### config.mk
export PLATFORM = sky130hd
export DESIGN_NAME = sram_seq_ctrl
export DESIGN_NICKNAME = d
export VERILOG_FILES = /design/src/rtl/sram_ctrl_pkg.sv /design/src/rtl/sram_rst_sync.sv /design/src/rtl/sram_ctrl_fsm.sv /design/src/rtl/sram_ctrl_datapath.sv /design/src/rtl/sram_seq_ctrl.sv
export SDC_FILE = /design/constraint.sdc
export NUM_CORES = 1
export LEC_CHECK = 0
export BUFFER_PORTS_ARGS = -buffer_cell sky130_fd_sc_hd__buf_2
export CAP_MARGIN = 25
export CORE_ASPECT_RATIO = 1.1
export CORE_MARGIN = 2
export CORE_UTILIZATION = 51
export CTS_CLUSTER_SIZE = 40
export DETAILED_ROUTE_END_ITERATION = 10
export PLACE_DENSITY = 0.88
export SYNTH_ARGS = -nofsm -noshare
export SYNTH_HDL_FRONTEND = slang
export SYNTH_HIERARCHICAL = 1
export SYNTH_SLANG_ARGS = --single-unit
### constraint.sdc
create_clock -name clk -period 5.94 [get_ports clk]
set_input_delay 0.594 -clock clk [delete_from_list [all_inputs] [get_ports clk]]
set_output_delay 0.594 -clock clk [all_outputs]
set_load 0.1 [all_outputs]
### src/rtl/sram_ctrl_pkg.sv
package sram_ctrl_pkg;

  typedef enum logic [2:0] {
    ST_IDLE,
    ST_READ,
    ST_WPREP,
    ST_WGAP,
    ST_WDRV,
    ST_WREL
  } ctl_state_e;

  // ceil(t / period), never below one cycle
  function automatic int unsigned ns_to_cyc(input int unsigned t_ns, input int unsigned per_ns);
    int unsigned c;
    c = (t_ns + per_ns - 1) / per_ns;
    return (c < 1) ? 1 : c;
  endfunction

  function automatic int unsigned max2(input int unsigned a, input int unsigned b);
    return (a > b) ? a : b;
  endfunction

  // a - b, never below one cycle
  function automatic int unsigned sub_floor1(input int unsigned a, input int unsigned b);
    return (a > b + 1) ? (a - b) : 1;
  endfunction

endpackage

### src/rtl/sram_rst_sync.sv
module sram_rst_sync #(
  parameter int unsigned STAGES = 2
) (
  input  logic clk,
  input  logic rst_n,
  output logic rst_sync_n
);

  logic [STAGES-1:0] sync_q;

  always_ff @(posedge clk or negedge rst_n) begin
    if (!rst_n) sync_q <= '0;
    else        sync_q <= {sync_q[STAGES-2:0], 1'b1};
  end

  assign rst_sync_n = sync_q[STAGES-1];

endmodule

### src/rtl/sram_ctrl_fsm.sv
module sram_ctrl_fsm
  import sram_ctrl_pkg::*;
#(
  parameter int unsigned RD_C   = 3,
  parameter int unsigned PREP_C = 2,
  parameter int unsigned GAP_C  = 0,
  parameter int unsigned DRV_C  = 2,
  parameter int unsigned CNT_W  = 2
) (
  input  logic clk,
  input  logic rst_n,
  input  logic req_valid,
  input  logic req_write,
  output logic req_ready,
  output logic accept,
  output logic capture,
  output logic we_n,
  output logic oe_n,
  output logic drv,
  output logic sel
);

  ctl_state_e       state_q, state_d;
  logic [CNT_W-1:0] cnt_q, cnt_d;
  logic             we_q, we_d, oe_q, oe_d, drv_q, drv_d, sel_q, sel_d;
  logic             rdy_q, rdy_d;
  logic             cnt_zero;

  assign accept   = req_valid & rdy_q;
  assign cnt_zero = (cnt_q == '0);

  always_comb begin
    state_d = state_q;
    cnt_d   = cnt_q;
    we_d    = we_q;
    oe_d    = oe_q;
    drv_d   = drv_q;
    sel_d   = sel_q;
    capture = 1'b0;
    case (state_q)
      ST_IDLE: begin
        if (accept) begin
          sel_d = 1'b1;
          if (req_write) begin
            if (PREP_C != 0) begin
              state_d = ST_WPREP;
              cnt_d   = CNT_W'(PREP_C - 1);
              oe_d    = 1'b1;
            end else begin
              state_d = ST_WGAP;
              cnt_d   = CNT_W'(GAP_C - 1);
              we_d    = 1'b0;
              oe_d    = 1'b0;
            end
          end else begin
            state_d = ST_READ;
            cnt_d   = CNT_W'(RD_C - 1);
            oe_d    = 1'b0;
          end
        end
      end
      ST_READ: begin
        if (cnt_zero) begin
          capture = 1'b1;
          state_d = ST_IDLE;
          oe_d    = 1'b1;
        end else begin
          cnt_d = cnt_q - CNT_W'(1);
        end
      end
      ST_WPREP: begin
        if (cnt_zero) begin
          we_d = 1'b0;
          if (GAP_C != 0) begin
            state_d = ST_WGAP;
            cnt_d   = CNT_W'(GAP_C - 1);
          end else begin
            state_d = ST_WDRV;
            cnt_d   = CNT_W'(DRV_C - 1);
            drv_d   = 1'b1;
          end
        end else begin
          cnt_d = cnt_q - CNT_W'(1);
        end
      end
      ST_WGAP: begin
        if (cnt_zero) begin
          state_d = ST_WDRV;
          cnt_d   = CNT_W'(DRV_C - 1);
          drv_d   = 1'b1;
        end else begin
          cnt_d = cnt_q - CNT_W'(1);
        end
      end
      ST_WDRV: begin
        if (cnt_zero) begin
          state_d = ST_WREL;
          we_d    = 1'b1;
          oe_d    = 1'b1;
        end else begin
          cnt_d = cnt_q - CNT_W'(1);
        end
      end
      ST_WREL: begin
        state_d = ST_IDLE;
        drv_d   = 1'b0;
      end
      default: state_d = ST_IDLE;
    endcase
    rdy_d = (state_d == ST_IDLE);
  end

  always_ff @(posedge clk or negedge rst_n) begin
    if (!rst_n) begin
      state_q <= ST_IDLE;
      cnt_q   <= '0;
      we_q    <= 1'b1;
      oe_q    <= 1'b1;
      drv_q   <= 1'b0;
      sel_q   <= 1'b0;
      rdy_q   <= 1'b0;
    end else begin
      state_q <= state_d;
      cnt_q   <= cnt_d;
      we_q    <= we_d;
      oe_q    <= oe_d;
      drv_q   <= drv_d;
      sel_q   <= sel_d;
      rdy_q   <= rdy_d;
    end
  end

  assign req_ready = rdy_q;
  assign we_n      = we_q;
  assign oe_n      = oe_q;
  assign drv       = drv_q;
  assign sel       = sel_q;

endmodule

### src/rtl/sram_ctrl_datapath.sv
module sram_ctrl_datapath #(
  parameter int unsigned ADDR_W = 17,
  parameter int unsigned DATA_W = 24
) (
  input  logic              clk,
  input  logic              rst_n,
  input  logic              accept,
  input  logic              capture,
  input  logic [ADDR_W-1:0] req_addr,
  input  logic [DATA_W-1:0] req_wdata,
  input  logic [DATA_W-1:0] mem_dq_in,
  output logic [ADDR_W-1:0] mem_addr,
  output logic [DATA_W-1:0] mem_dq_out,
  output logic              rsp_valid,
  output logic [DATA_W-1:0] rsp_rdata
);

  logic [ADDR_W-1:0] addr_q;
  logic [DATA_W-1:0] wdata_q, rdata_q;
  logic              vld_q;

  always_ff @(posedge clk or negedge rst_n) begin
    if (!rst_n) begin
      addr_q  <= '0;
      wdata_q <= '0;
    end else if (accept) begin
      addr_q  <= req_addr;
      wdata_q <= req_wdata;
    end
  end

  always_ff @(posedge clk or negedge rst_n) begin
    if (!rst_n)       rdata_q <= '0;
    else if (capture) rdata_q <= mem_dq_in;
  end

  always_ff @(posedge clk or negedge rst_n) begin
    if (!rst_n) vld_q <= 1'b0;
    else        vld_q <= capture;
  end

  assign mem_addr   = addr_q;
  assign mem_dq_out = wdata_q;
  assign rsp_valid  = vld_q;
  assign rsp_rdata  = rdata_q;

endmodule

### src/rtl/sram_seq_ctrl.sv
module sram_seq_ctrl
  import sram_ctrl_pkg::*;
#(
  parameter int unsigned ADDR_W        = 17,
  parameter int unsigned DATA_W        = 24,
  parameter int unsigned CLK_PERIOD_NS = 4,
  parameter bit          OE_HIGH_WRITE = 1'b1,
  parameter int unsigned T_RC_NS       = 10,
  parameter int unsigned T_AA_NS       = 10,
  parameter int unsigned T_OE_NS       = 5,
  parameter int unsigned T_OHZ_NS      = 6,
  parameter int unsigned T_WHZ_NS      = 5,
  parameter int unsigned T_WP_OEH_NS   = 7,
  parameter int unsigned T_WP_OEL_NS   = 9,
  parameter int unsigned T_DW_NS       = 5,
  parameter int unsigned T_WC_NS       = 10,
  parameter int unsigned T_AW_NS       = 7
) (
  input  logic              clk,
  input  logic              rst_n,
  input  logic              req_valid,
  output logic              req_ready,
  input  logic              req_write,
  input  logic [ADDR_W-1:0] req_addr,
  input  logic [DATA_W-1:0] req_wdata,
  output logic              rsp_valid,
  output logic [DATA_W-1:0] rsp_rdata,
  output logic [ADDR_W-1:0] mem_addr,
  output logic              mem_cs1_n,
  output logic              mem_cs2,
  output logic              mem_cs3_n,
  output logic              mem_we_n,
  output logic              mem_oe_n,
  output logic [DATA_W-1:0] mem_dq_out,
  input  logic [DATA_W-1:0] mem_dq_in,
  output logic              mem_dq_oe
);

  localparam int unsigned P      = CLK_PERIOD_NS;
  localparam int unsigned RD_C   = max2(max2(ns_to_cyc(T_RC_NS, P), ns_to_cyc(T_AA_NS, P)),
                                        ns_to_cyc(T_OE_NS, P));
  localparam int unsigned TURN_C = max2(ns_to_cyc(T_OHZ_NS, P), ns_to_cyc(T_WHZ_NS, P));
  localparam int unsigned PREP_C = OE_HIGH_WRITE ? ns_to_cyc(T_OHZ_NS, P) : 0;
  localparam int unsigned GAP_C  = OE_HIGH_WRITE ? 0 : TURN_C;
  localparam int unsigned WP_C   = OE_HIGH_WRITE ? ns_to_cyc(T_WP_OEH_NS, P)
                                                 : ns_to_cyc(T_WP_OEL_NS, P);
  localparam int unsigned DRV_C  = max2(max2(ns_to_cyc(T_DW_NS, P), sub_floor1(WP_C, GAP_C)),
                                        max2(sub_floor1(ns_to_cyc(T_AW_NS, P), GAP_C),
                                             sub_floor1(ns_to_cyc(T_WC_NS, P), PREP_C + GAP_C + 1)));
  localparam int unsigned CNT_MAX = max2(max2(RD_C, PREP_C), max2(GAP_C, DRV_C));
  localparam int unsigned CNT_W   = $clog2(CNT_MAX + 1);

  logic rst_i_n, accept, capture, sel;

  sram_rst_sync #(.STAGES(2)) u_rst (
    .clk        (clk),
    .rst_n      (rst_n),
    .rst_sync_n (rst_i_n)
  );

  sram_ctrl_fsm #(
    .RD_C   (RD_C),
    .PREP_C (PREP_C),
    .GAP_C  (GAP_C),
    .DRV_C  (DRV_C),
    .CNT_W  (CNT_W)
  ) u_fsm (
    .clk       (clk),
    .rst_n     (rst_i_n),
    .req_valid (req_valid),
    .req_write (req_write),
    .req_ready (req_ready),
    .accept    (accept),
    .capture   (capture),
    .we_n      (mem_we_n),
    .oe_n      (mem_oe_n),
    .drv       (mem_dq_oe),
    .sel       (sel)
  );

  sram_ctrl_datapath #(.ADDR_W(ADDR_W), .DATA_W(DATA_W)) u_dp (
    .clk        (clk),
    .rst_n      (rst_i_n),
    .accept     (accept),
    .capture    (capture),
    .req_addr   (req_addr),
    .req_wdata  (req_wdata),
    .mem_dq_in  (mem_dq_in),
    .mem_addr   (mem_addr),
    .mem_dq_out (mem_dq_out),
    .rsp_valid  (rsp_valid),
    .rsp_rdata  (rsp_rdata)
  );

  assign mem_cs1_n = ~sel;
  assign mem_cs2   = sel;
  assign mem_cs3_n = ~sel;

endmodule

# ---- Word-level counts from Yosys, hierarchy flattened
# Cells that the tools add are included.
dict set report word_totals {
  ram_bits 0
  word_cells 60
  ff_bits 78
  latch_bits 0
  output_inout_bits 73
  inputBits 69
  n_memories 0
  mem_bits_ro 0
}
dict set report classes {
  reduce_logical 14
  order_cmp 0
  add_sub_neg 1
  bitwise_logic 2
  eq_ne 11
  n_mul 0
  shift 0
  muxes 20
  div 0
}
# cell count
set op_table {}
lappend op_table {{$mux 3} 4}
lappend op_table {{$pmux 3 s4} 1}
lappend op_table {{$mux 2} 5}
lappend op_table {{$reduce_and 3->1} 3}
lappend op_table {{$ne 2x1->1 const B} 4}
lappend op_table {{$eq 3x2->1 const B} 2}
lappend op_table {{$eq 3x3->1 const B} 2}
lappend op_table {{$logic_not 3->1} 2}
lappend op_table {{$mux 1} 6}
lappend op_table {{$pmux 1 s2} 3}
lappend op_table {{$pmux 2 s3} 1}
lappend op_table {{$reduce_bool 2->1} 3}
lappend op_table {{$ne 2x2->1 const B} 2}
lappend op_table {{$reduce_and 2->1} 2}
lappend op_table {{$reduce_or 2->1} 2}
lappend op_table {{$eq 3x1->1 const B} 1}
lappend op_table {{$reduce_bool 3->1} 1}
lappend op_table {{$logic_not 2->1} 1}
lappend op_table {{$sub 2x1->2 const B} 1}
lappend op_table {{$and 1x1->1} 1}
lappend op_table {{$not 1->1} 1}

# ---- Longest topological paths before layout
dict set report logic_depth {
  depth_word 4
  mapped_depth 7
  depth_no_buf 6
}

# ---- Cells and area by module
# Netlist, hierarchy kept.
# mod area_each_um2 instances cells_each seq_area_each_um2
set modules_own_cells {}
lappend modules_own_cells {sram_ctrl_datapath 2733.9 1 139 1651.6}
lappend modules_own_cells {sram_ctrl_fsm 586.8 1 64 252.7}
lappend modules_own_cells {sram_rst_sync 53.8 1 3 50.0}
lappend modules_own_cells {sram_seq_ctrl 11.3 1 2 0.0}

# ---- Worst setup path before layout
# OpenSTA, ideal clock, no wires.
dict set report synth_timing {
  path_type {reg-to-output}
  start {register u_fsm.sel_q (netlist: u_fsm/sel)}
  end {output mem_cs3_n}
  t_arrival_ps 2020
  required_time_ps 5346
  setup_slack_ps 3326
  n_path_buf 1
  path_stages_with_launch 3
  path_cell_list {dfrtp_1 > inv_1 > buf_4}
}
dict set report synth_between {
  elab_chain_cells 1
}
# item line
set synth_rtl {}
lappend synth_rtl {{from (decl)} sram_ctrl_fsm.sv:25} ;# logic we_q, we_d, oe_q, oe_d, drv_q, drv_d, sel_q, sel_d;
lappend synth_rtl {{from (signal assigned)} sram_ctrl_fsm.sv:128} ;# sel_q <= sel_d;
lappend synth_rtl {{$not 1->1} n/a}
lappend synth_rtl {{to (decl)} sram_seq_ctrl.sv:31} ;# output logic mem_cs3_n,
# No other way between the ends.

# ---- Worst setup path after layout
dict set report layout_timing {
  start {register u_fsm.cnt_q[0]}
  end {register u_dp.rdata_q[1] (netlist: u_dp/rsp_rdata[1])}
}
dict set report layout_between {
  elab_chain_cells 3
}
# item line
set layout_rtl {}
lappend layout_rtl {{from (decl)} sram_ctrl_fsm.sv:24} ;# logic [CNT_W-1:0] cnt_q, cnt_d;
lappend layout_rtl {{from (signal assigned)} sram_ctrl_fsm.sv:124} ;# cnt_q <= cnt_d;
lappend layout_rtl {{$logic_not 2->1} sram_ctrl_fsm.sv:30} ;# assign cnt_zero = (cnt_q == '0);
lappend layout_rtl {{$mux 1} sram_ctrl_fsm.sv:63} ;# if (cnt_zero) begin
lappend layout_rtl {{$mux 1} sram_ctrl_fsm.sv:40} ;# case (state_q)
lappend layout_rtl {{named net capture} sram_seq_ctrl.sv:53} ;# logic rst_i_n, accept, capture, sel;
lappend layout_rtl {{to (signal assigned)} sram_ctrl_datapath.sv:34} ;# else if (capture) rdata_q <= mem_dq_in;
lappend layout_rtl {{to (decl)} sram_ctrl_datapath.sv:19} ;# logic [DATA_W-1:0] wdata_q, rdata_q;
# The timed path passes the listed nets, and every way through them passes these cells.
# A chain may end at the register's enable or synchronous reset.

==> results.py <==
metrics = {
    "die": {
        "core_region_area_mm2": 0.00652,
        "dieArea_mm2": 0.00731,
        "die-height_um": 89.5,
        "initial_cell_density_of_the_core": 0.520,
        "rows": 31,
        "io_pins": 142,
        "die_span_x_um": 81.7,
    },
    "cells_and_area": {
        "nets": 420,
        "area_delta_synth_final_pct": 25.6,
        "fin_area_mm2": 0.00425,
        "final_layout_size_suffix_gt1_frac": 0.661,
        "num_antenna_cells": 0,
    },
    "synthesis": {
        "ys_types": 33,
        "mapped_nets": 279,
        "netlist_area_mm2": 0.00339,
        "yosys_register_bits": 78,
        "yosys-top-cells-area": "dfrtp_1 56%, mux2_4 27%, buf_12 2.4%",
        "netlist_instances": 208,
        "synth_top_cell_area_share": 0.562,
        "avgSynthCellArea_um2": 16.3,
        "netlist.top_cell.by_area": "dfrtp_1",
        "synthesis.yosys.warnings": 6,
        "synth_seq_area_share": 0.577,
    },
    "grt": {
        "met1_usage": 0.215,
        "gr-max-usage-layer": "met2",
        "use_met3": 0.0576,
        "first_global_vias": 2095,
        "grt_start_max_net_pins": 77,
        "antenna_found_initial": 0,
        "global_routing_usage_summed_across_all_routing_layers": 0.182,
        "wire_length_of_the_first_global_routing_pass_um": 10000,
        "globalRouteOverflowTotal": 0,
        "groute.layer.met2.usage": 0.315,
    },
    "critical_path": {
        "crit_path_max_fanout": 25,
        "cp_data_required_time_ns": 6.15,
        "worst_setup_path_end_kind": "flip-flop",
        "worstSetupPathType": "flip-flop to flip-flop",
        "startpoint": "u_fsm/cnt_q[0]",
        "start_kind": "flip-flop",
        "timing.rr.start": "u_fsm/cnt_q[0]",
        "critical_path_arrival_ns": 2.25,
    },
    "timing": {
        "portion_of_the_clock_cycle_consumed_by_the_worst_path_in_the_final_layout": 0.342,
        "grt_setup_unrepaired": "false",
        "setup_violations": 0,
        "maxSlewViolCount": 0,
        "postLayoutSetupSlackWorst_ns": 3.91,
        "max_slew.worst_pin.slew_ns": 0.922,
        "slew_headroom": 0.386,
        "fmax_mhz": 492,
        "tmin_final_ns": 2.03,
        "final.setup_skew_ns": 0.0125,
        "report.final.hold_viol_count": 0,
        "setup_total_negative_slack_ns": 0,
    },
    "placement": {
        "gp_routability_congestion": 0.837,
        "dp_hpwl_um": 5010,
        "placement.io_buffers": 141,
        "pre_cts_slack_ns": 3.92,
        "placedInstanceArea_mm2": 0.00406,
    },
    "detailed_routing": {
        "dr.pass1.iters": 4,
        "remaining_drc_errors": 0,
        "drt_via_density": 4.91,
        "dr.first_iter.drc_count": 72,
        "wirelength_um": 6850,
        "vias": 2139,
        "routed_wire_length_per_instance_um": 15.7,
        "detail-route-antenna-nets": 0,
    },
    "clock_network": {
        "tritoncts": "built",
        "clock_tree.buffer_depth": 2,
        "cts.htree.levels": 3,
        "clock_sink_count": 78,
        "post_cts_resize_count": 0,
        "ctsRootBufferMaster": "clkbuf_8",
        "cts_made_buffers": 9,
        "insertion_delay_ns": 0.33,
        "post-cts-setup-buffer-count": 0,
        "post_cts_hold_buffer_count": 0,
        "cts.clk_slew.worst_paths_ns": 0.08,
    },
    "run_status": {
        "run_status": "finished clean",
    },
    "job": {
        "timing.max_cap.violations": 0,
    },
    "hold_path": {
        "hold_class": "input pin to asynchronous set/reset pin",
    },
}
==> layout by cell type, fill, tap and decap left out <==
cell type   synthesis  routed
a21boi_0            1       1
a21oi_1             4       4
a221oi_2            1       1
and2_2              0       1
and3b_1             1       1
buf_2               1     141
buf_4               1       2
clkbuf_8            0      10
clkinvlp_4          0       2
conb_1              1       1
dfrtp_1            76      75
dfrtp_4             0       1
dfstp_2             2       2
ha_1                2       2
inv_1               5       5
inv_6               0       4
mux2_2              6       6
mux2_4             60      60
mux2i_1             2       2
nand2_1             3       3
nand2b_1            2       2
nand3_1             1       1
nor2_1              7       7
nor2b_1             1       1
nor3_1              4       4
nor4_2              0       1
o21ai_0             7       7
o21ai_2             1       1
o22a_1              1       1
o31ai_1             1       1
or2_2               1       1
or2b_1              1       1
or4_4               1       1
xnor2_1             1       1
==> layout make-up <==
class / count / area [um^2]
fill: 498 / 2260
sequential: 78 / 1960
multi-input combinational: 112 / 1260
timing repair buffer: 143 / 721
clock buffer: 10 / 138
tap: 82 / 103
clock inverter: 6 / 50.0
inverter: 5 / 18.8
==> final timing paths <==
path / to / slack [ns] / cells after the start
worst max-delay path: u_dp/rsp_rdata[1] / 3.91 / 6
worst min-delay path: u_rst/sync_q[1] / 0.03 / 1
worst max register to register: u_dp/rsp_rdata[1] / 3.91 / 6
worst min register to register: u_rst/sync_q[1] / 0.36 / 0
max in group asynchronous: u_dp/rsp_rdata[2] / 4.87 / 0
min in group clk: u_rst/sync_q[1] / 0.36 / 0
==> logic make-up after synthesis <==
logic type	after synthesis	synth area share
buffers and inverters	18	0.0517
XOR/XNOR	1	0.00259
multiplexers	68	0.292
AO/OA/AOI/OAI	16	0.0303
AND/OR/NAND/NOR	24	0.0377
adder cells (fa/ha/maj)	2	0.00739
flip-flops	78	0.577
other	1	0.00111
==> through the flow <==
step	hold WS (ns)	instances	utilization
after floorplan	0.298	208	-
after global placement	0.336	420	0.624
after detailed placement	0.352	420	0.624
after CTS	0.0148	436	0.652
after global routing	0.00540	436	0.652
final	0.0342	436	0.652
==> synth_stat cells (all sizes together) <==
master  count
conb        1
o31ai       1
dfrtp      76
nor3        4
nor2        7
or2b        1
nor4        1
nand2b      2
and2        1
xnor2       1
dfstp       2
buf        11
nand3       1
ha          2
a21oi       4
o22a        1
o21ai       8
inv         5
a221oi      1
mux2       66
nor2b       1
or4         1
a21boi      1
clkbuf      2
or2         1
mux2i       2
and3b       1
nand2       3
==> flip-flops by register name (all words and copies together) (netlist names) <==
name	flops
u_dp/mem_addr	17
u_dp/mem_dq_out	24
u_dp/rsp_rdata	24
u_dp/rsp_valid	1
u_fsm/cnt_q	2
u_fsm/drv	1
u_fsm/oe_n	1
u_fsm/req_ready	1
u_fsm/sel	1
u_fsm/state_q	3
u_fsm/we_n	1
u_rst/sync_q	2
==> critical path: stages, from the launching register on <==
cell and delay (ns):
dfrtp_1 0.44, inv_1 0.10, ha_1 0.30, inv_1 0.12
nor4_2 0.15, buf_4 0.42, mux2_2 0.39
==> routing by layer <==
layer | routed length (um) | up-vias
li1 | - | 1001
met1 | 2790 | 1027
met2 | 3380 | 99
met3 | 568 | 12
met4 | 108 | 0
met5 | 0 | -
Power is not shown: default switching activity piles up to over one toggle a cycle in this logic, so the estimate is an artifact.
